$ cat src/rtl/opnd_bypass_pkg.sv
package opnd_bypass_pkg;

    // Operand source select; the numbering is exposed on sel_a / sel_b.
    typedef enum logic [1:0] {
        SRC_RF   = 2'd0,
        SRC_MEM  = 2'd1,
        SRC_WB   = 2'd2,
        SRC_PREV = 2'd3
    } src_sel_e;

endpackage

$ cat src/rtl/bypass_prev_latch.sv
// Holds the register write seen on the write-back port one cycle ago.
module bypass_prev_latch #(
    parameter int XLEN = 32,
    parameter int REGW = 5
) (
    input  logic            clk,
    input  logic            rst_n,
    input  logic [REGW-1:0] wb_rd,
    input  logic            wb_we,
    input  logic [XLEN-1:0] wb_val,
    output logic [REGW-1:0] prev_rd,
    output logic            prev_we,
    output logic [XLEN-1:0] prev_val
);

    typedef struct packed {
        logic            we;
        logic [REGW-1:0] rd;
        logic [XLEN-1:0] val;
    } prev_t;

    prev_t prev_d;
    prev_t prev_q;

    always_comb begin
        prev_d = prev_q;
        if (!rst_n) begin
            prev_d = '0;
        end else begin
            prev_d.we  = wb_we;
            prev_d.rd  = wb_rd;
            prev_d.val = wb_val;
        end
    end

    always_ff @(posedge clk) begin
        prev_q <= prev_d;
    end

    assign prev_rd  = prev_q.rd;
    assign prev_we  = prev_q.we;
    assign prev_val = prev_q.val;

endmodule

$ cat src/rtl/bypass_pick.sv
// Match and priority for one source operand.
module bypass_pick
    import opnd_bypass_pkg::*;
#(
    parameter int REGW = 5
) (
    input  logic [REGW-1:0] src,
    input  logic [REGW-1:0] mem_rd,
    input  logic            mem_we,
    input  logic            mem_is_load,
    input  logic [REGW-1:0] wb_rd,
    input  logic            wb_we,
    input  logic [REGW-1:0] prev_rd,
    input  logic            prev_we,
    output src_sel_e        sel
);

    logic src_live;
    logic hit_mem;
    logic hit_wb;
    logic hit_prev;

    always_comb begin
        src_live = (src != '0);
        hit_mem  = src_live && mem_we && !mem_is_load && (mem_rd == src);
        hit_wb   = src_live && wb_we && (wb_rd == src);
        hit_prev = src_live && prev_we && (prev_rd == src);
        if (hit_mem) begin
            sel = SRC_MEM;
        end else if (hit_wb) begin
            sel = SRC_WB;
        end else if (hit_prev) begin
            sel = SRC_PREV;
        end else begin
            sel = SRC_RF;
        end
    end

endmodule

$ cat src/rtl/bypass_mux.sv
// Four-way operand mux driven by the select.
module bypass_mux
    import opnd_bypass_pkg::*;
#(
    parameter int XLEN = 32
) (
    input  src_sel_e        sel,
    input  logic [XLEN-1:0] rf_val,
    input  logic [XLEN-1:0] mem_val,
    input  logic [XLEN-1:0] wb_val,
    input  logic [XLEN-1:0] prev_val,
    output logic [XLEN-1:0] op
);

    always_comb begin
        unique case (sel)
            SRC_MEM:  op = mem_val;
            SRC_WB:   op = wb_val;
            SRC_PREV: op = prev_val;
            default:  op = rf_val;
        endcase
    end

endmodule

$ cat src/rtl/opnd_bypass.sv
module opnd_bypass
    import opnd_bypass_pkg::*;
#(
    parameter int XLEN  = 32,
    parameter int NREGS = 32,
    localparam int REGW = $clog2(NREGS)
) (
    input  logic            clk,
    input  logic            rst_n,
    input  logic [REGW-1:0] ex_src_a,
    input  logic [REGW-1:0] ex_src_b,
    input  logic [XLEN-1:0] rf_val_a,
    input  logic [XLEN-1:0] rf_val_b,
    input  logic [REGW-1:0] mem_rd,
    input  logic            mem_we,
    input  logic            mem_is_load,
    input  logic [XLEN-1:0] mem_val,
    input  logic [REGW-1:0] wb_rd,
    input  logic            wb_we,
    input  logic [XLEN-1:0] wb_val,
    output logic [XLEN-1:0] op_a,
    output logic [XLEN-1:0] op_b,
    output logic [1:0]      sel_a,
    output logic [1:0]      sel_b
);

    localparam int NOPS = 2;

    logic [REGW-1:0] prev_rd;
    logic            prev_we;
    logic [XLEN-1:0] prev_val;

    logic [REGW-1:0] src_v [NOPS];
    logic [XLEN-1:0] rf_v  [NOPS];
    logic [XLEN-1:0] op_v  [NOPS];
    src_sel_e        sel_v [NOPS];

    assign src_v[0] = ex_src_a;
    assign src_v[1] = ex_src_b;
    assign rf_v[0]  = rf_val_a;
    assign rf_v[1]  = rf_val_b;

    bypass_prev_latch #(.XLEN(XLEN), .REGW(REGW)) u_prev (
        .clk      (clk),
        .rst_n    (rst_n),
        .wb_rd    (wb_rd),
        .wb_we    (wb_we),
        .wb_val   (wb_val),
        .prev_rd  (prev_rd),
        .prev_we  (prev_we),
        .prev_val (prev_val)
    );

    for (genvar i = 0; i < NOPS; i++) begin : g_op
        bypass_pick #(.REGW(REGW)) u_pick (
            .src         (src_v[i]),
            .mem_rd      (mem_rd),
            .mem_we      (mem_we),
            .mem_is_load (mem_is_load),
            .wb_rd       (wb_rd),
            .wb_we       (wb_we),
            .prev_rd     (prev_rd),
            .prev_we     (prev_we),
            .sel         (sel_v[i])
        );

        bypass_mux #(.XLEN(XLEN)) u_mux (
            .sel      (sel_v[i]),
            .rf_val   (rf_v[i]),
            .mem_val  (mem_val),
            .wb_val   (wb_val),
            .prev_val (prev_val),
            .op       (op_v[i])
        );

        AST_ZERO_SRC_FROM_RF: assert property (@(posedge clk) disable iff (!rst_n)
            (src_v[i] == '0) |-> (sel_v[i] == SRC_RF && op_v[i] == rf_v[i]));
        AST_MEM_HIT_TAKEN: assert property (@(posedge clk) disable iff (!rst_n)
            (mem_we && !mem_is_load && mem_rd == src_v[i] && src_v[i] != '0)
            |-> (op_v[i] == mem_val));
        AST_LOAD_NOT_BYPASSED: assert property (@(posedge clk) disable iff (!rst_n)
            mem_is_load |-> (sel_v[i] != SRC_MEM));
        AST_PREV_MATCHES_PAST_WB: assert property (@(posedge clk) disable iff (!rst_n)
            (sel_v[i] == SRC_PREV) |->
            ($past(wb_we) && $past(wb_rd) == src_v[i] && op_v[i] == $past(wb_val)));
        AST_WB_NEEDS_ENABLE: assert property (@(posedge clk) disable iff (!rst_n)
            (sel_v[i] == SRC_WB) |-> (wb_we && op_v[i] == wb_val));
    end

    AST_NO_PREV_AFTER_RESET: assert property (@(posedge clk)
        $rose(rst_n) |-> (sel_v[0] != SRC_PREV && sel_v[1] != SRC_PREV));

    assign op_a  = op_v[0];
    assign op_b  = op_v[1];
    assign sel_a = sel_v[0];
    assign sel_b = sel_v[1];

endmodule

$ cat config.mk
export PLATFORM = sky130hd
export DESIGN_NAME = opnd_bypass
export DESIGN_NICKNAME = d
export VERILOG_FILES = /design/src/rtl/opnd_bypass_pkg.sv /design/src/rtl/bypass_prev_latch.sv /design/src/rtl/bypass_pick.sv /design/src/rtl/bypass_mux.sv /design/src/rtl/opnd_bypass.sv
export SDC_FILE = /design/constraint.sdc
export NUM_CORES = 1
export LEC_CHECK = 0
export BUFFER_PORTS_ARGS = -buffer_cell sky130_fd_sc_hd__buf_4
export CAP_MARGIN = 20
export CORE_MARGIN = 1
export CORE_UTILIZATION = 40
export CTS_CLUSTER_DIAMETER = 30
export DETAILED_ROUTE_END_ITERATION = 7
export GPL_ROUTABILITY_DRIVEN = 0
export GPL_TIMING_DRIVEN = 0
export HOLD_SLACK_MARGIN = 0.05
export PLACE_DENSITY = 0.76
export SETUP_SLACK_MARGIN = 0.5
export SKIP_CTS_REPAIR_TIMING = 1
export SYNTH_ARGS = -nofsm -noshare
export SYNTH_HDL_FRONTEND = slang
export SYNTH_SLANG_ARGS = --single-unit
$ cat constraint.sdc
create_clock -name clk -period 2.06 [get_ports clk]
set_input_delay 0.103 -clock clk [delete_from_list [all_inputs] [get_ports clk]]
set_output_delay 0.103 -clock clk [all_outputs]
set_load 0.01 [all_outputs]
==> flow_summary.yaml <==
finish:
  fillCellCount: 551
  finalNetCount: 798
  seq_area_um2: 766
  diodes: 0
  layout-drive-gt1-share: 0.627
  syn_to_final_growth_pct: 87.7
  postLayoutCellArea_um2: 6590
  multi_input_area_um2: 3500
floorplan:
  ioPinCount: 221
  core-area_um2: 8340
  start_util: 0.421
  die_area_um2: 9150
  die_h_um: 95.7
  die_x_um: 95.7
  rows: 33
setup_path:
  cp.arrival_ns: 2.24
  cp_max_fo: 5
  cp-end-kind: "output pin"
  path_buf_inv: 3
  path_class: "register to output pin"
  crit_required_ns: 1.96
  crit_chain: "xnor2_2 -> nand3_2 -> nor3_4 -> or3b_4 -> buf_8 -> buf_12 -> o221ai_4 -> a2bb2oi_2 -> buf_4"
  cpPeakStageDelay_ns: 0.41
  critical-path-top-delay-family: "simple AND/OR/NAND/NOR gates"
  crit_slowest_cell: "or3b_4"
  startpoint_type: "register"
cts:
  ctsLongestPathBuffers: 2
  cts-htree-levels: 2
  cts-root-buf: "clkbuf_8"
  cts_made_buffers: 5
  cts.reportedPaths.clkPinSlew_ns: 0.08
  cts_tree: "yes"
  cts_sinks: 38
worst_hold_path:
  holdPathStages: 2
  holdPathEnd: "u_prev.prev_rd[2]$_SDFF_PN0_"
  hp-start: "wb_rd[2]"
  hold_class: "input pin to register"
logic_synthesis:
  synth.cells.most_frequent: "nand2_1 (68), a2bb2oi_1 (64), and2_1 (40)"
  muxShareOfSynthArea: 0
  synthAdderAreaFrac: 0
  syn_area_um2: 3510
  synth_area_leaders: "dfxtp_1 (22%), a2bb2oi_1 (16%), o221ai_2 (15%)"
  synth_edf_count: 0
  syn_area_per_cell_um2: 8.56
  synth_compound_area_frac: 0.386
  netlist_instances: 410
  synth_top_family_by_area: "compound AO/OA/AOI/OAI gates"
  synth_ff_type: "dfxtp_1"
  yosys.area_share.xor_xnor: 0.0749
  synth_top_cell_by_area: "dfxtp_1"
  synthesis.nets: 563
  seq_area_frac_synth: 0.217
  ys_warn_count: 0
  synth.most_common_cell: "nand2_1"
  ys_ff_latch: 38
  synth_top_area_share: 0.217
  synth.distinct_cells: 25
  async_flop_share: 0
  synth-simple-area-share: 0.248
global_route:
  antenna_found_initial: 0
  gr-total-overflow: 0
  grt_max_degree: 12
  grt_pass1_vias: 4075
  grt_pass1_wl_um: 20800
  grt_usage: 0.294
sta:
  slew_violations: 0
  post-route-min-period_ns: 2.35
  period_share: 1.14
  grt_setup_unrepaired: "true"
  layout_setup_ws_ns: -0.287
  slew_headroom: 0.431
  tns_ns: -15.07
  whs_ns: 0.0415
  worst_slew_pin_slew_ns: 0.854
  fmax_ghz: 0.426
  hold_viol: 0
  setup_viol: 66
drt:
  vias: 4345
  routedWlPerCell_um: 19.3
  drt_iter0_markers: 147
  drt-vias-per-instance: 5.79
  drc: 0
  drtAntennaViolNets: 0
  first_pass_iters: 4
  drt-total-wl_um: 14500
power:
  p_leak_nw: 2.61
  max-vdd-ir-drop_mv: 0.408
  finalPower_mw: 2.39
  p_per_area_nw_per_um2: 363
place:
  place_ws_ns: -0.217
  dpl_cell_area_um2: 5750
  port_buffers: 219
  place_hpwl_um: 10800
flow_run:
  cap_viol_max_count: 0
outcome:
  violations: "negative setup slack"
  status: "finished with violations"
metrics by stage:
step | std cells | util
detailed placement | 734 | 0.689
global route | 751 | 0.790
floorplan | 410 | -
finish | 751 | 0.790
CTS | 742 | 0.700
global placement | 734 | 0.689
cells in the final DEF (no fill, tap or decap), types with 4 or more instances in the layout:
cell type        n
a2bb2oi_1        6
a2bb2oi_2       58
and2_1          40
buf_12           6
buf_2           11
buf_4          228
clkbuf_1         6
clkbuf_2         8
clkbuf_8         6
dfxtp_1         34
dfxtp_2          4
dlygate4sd3_1    4
nand2_1         68
nand2b_1        32
nand3_1          4
nand4_1          4
nor3_2           4
o221ai_2        25
o221ai_4        36
xnor2_1         11
xor2_1          16
flip-flops by register name, indices dropped and copies added (netlist names):
| register | cells |
|---|---|
| u_prev.prev_rd | 5 |
| u_prev.prev_val | 32 |
| u_prev.prev_we | 1 |
power breakdown:
group          total, mW  switching (mW)  internal, mW
logic               1.06           0.475         0.588
registers          0.786          0.0120         0.774
clock network      0.540           0.270         0.270
area by class of cell:
type	count	share of cell area
buffer	42	0.0519
multi-input combinational	329	0.532
tap	105	0.0199
inverter	1	0.000570
clock buffer	7	0.0131
clock inverter	1	0.000760
sequential	38	0.116
timing repair buffer	228	0.266
per-layer routing:
layer,wire length (um),part of all wire,global-route usage,vias up
li1,-,-,-,2042
met1,5830,0.40,0.373,2116
met2,7520,0.52,0.528,162
met3,791,0.055,0.0335,25
met4,309,0.021,0.0697,0
met5,0,0,0,-
how the worst max path moves through the flow:
stage	start	endpoint	slack [ns]	cells past startpoint
2_1_floorplan	u_prev.prev_rd[1]$_SDFF_PN0_	op_a[10]	0.39	8
4_1_cts	u_prev.prev_rd[4]$_SDFF_PN0_	op_a[31]	-0.30	9
3_5_place_dp	ex_src_b[2]	op_b[25]	-0.22	9
5_1_grt	u_prev.prev_rd[1]$_SDFF_PN0_	op_a[5]	-0.37	9
6_report	u_prev.prev_rd[1]$_SDFF_PN0_	op_a[5]	-0.29	9
3_3_place_gp	ex_src_b[2]	op_b[25]	-0.14	9
cell families after synthesis:
| group | after synthesis |
|---|---|
| XOR/XNOR | 30 |
| buffers and inverters | 43 |
| flip-flops | 38 |
| AO/OA/AOI/OAI | 132 |
| AND/OR/NAND/NOR | 167 |
Power figures use the tool's default switching activity.
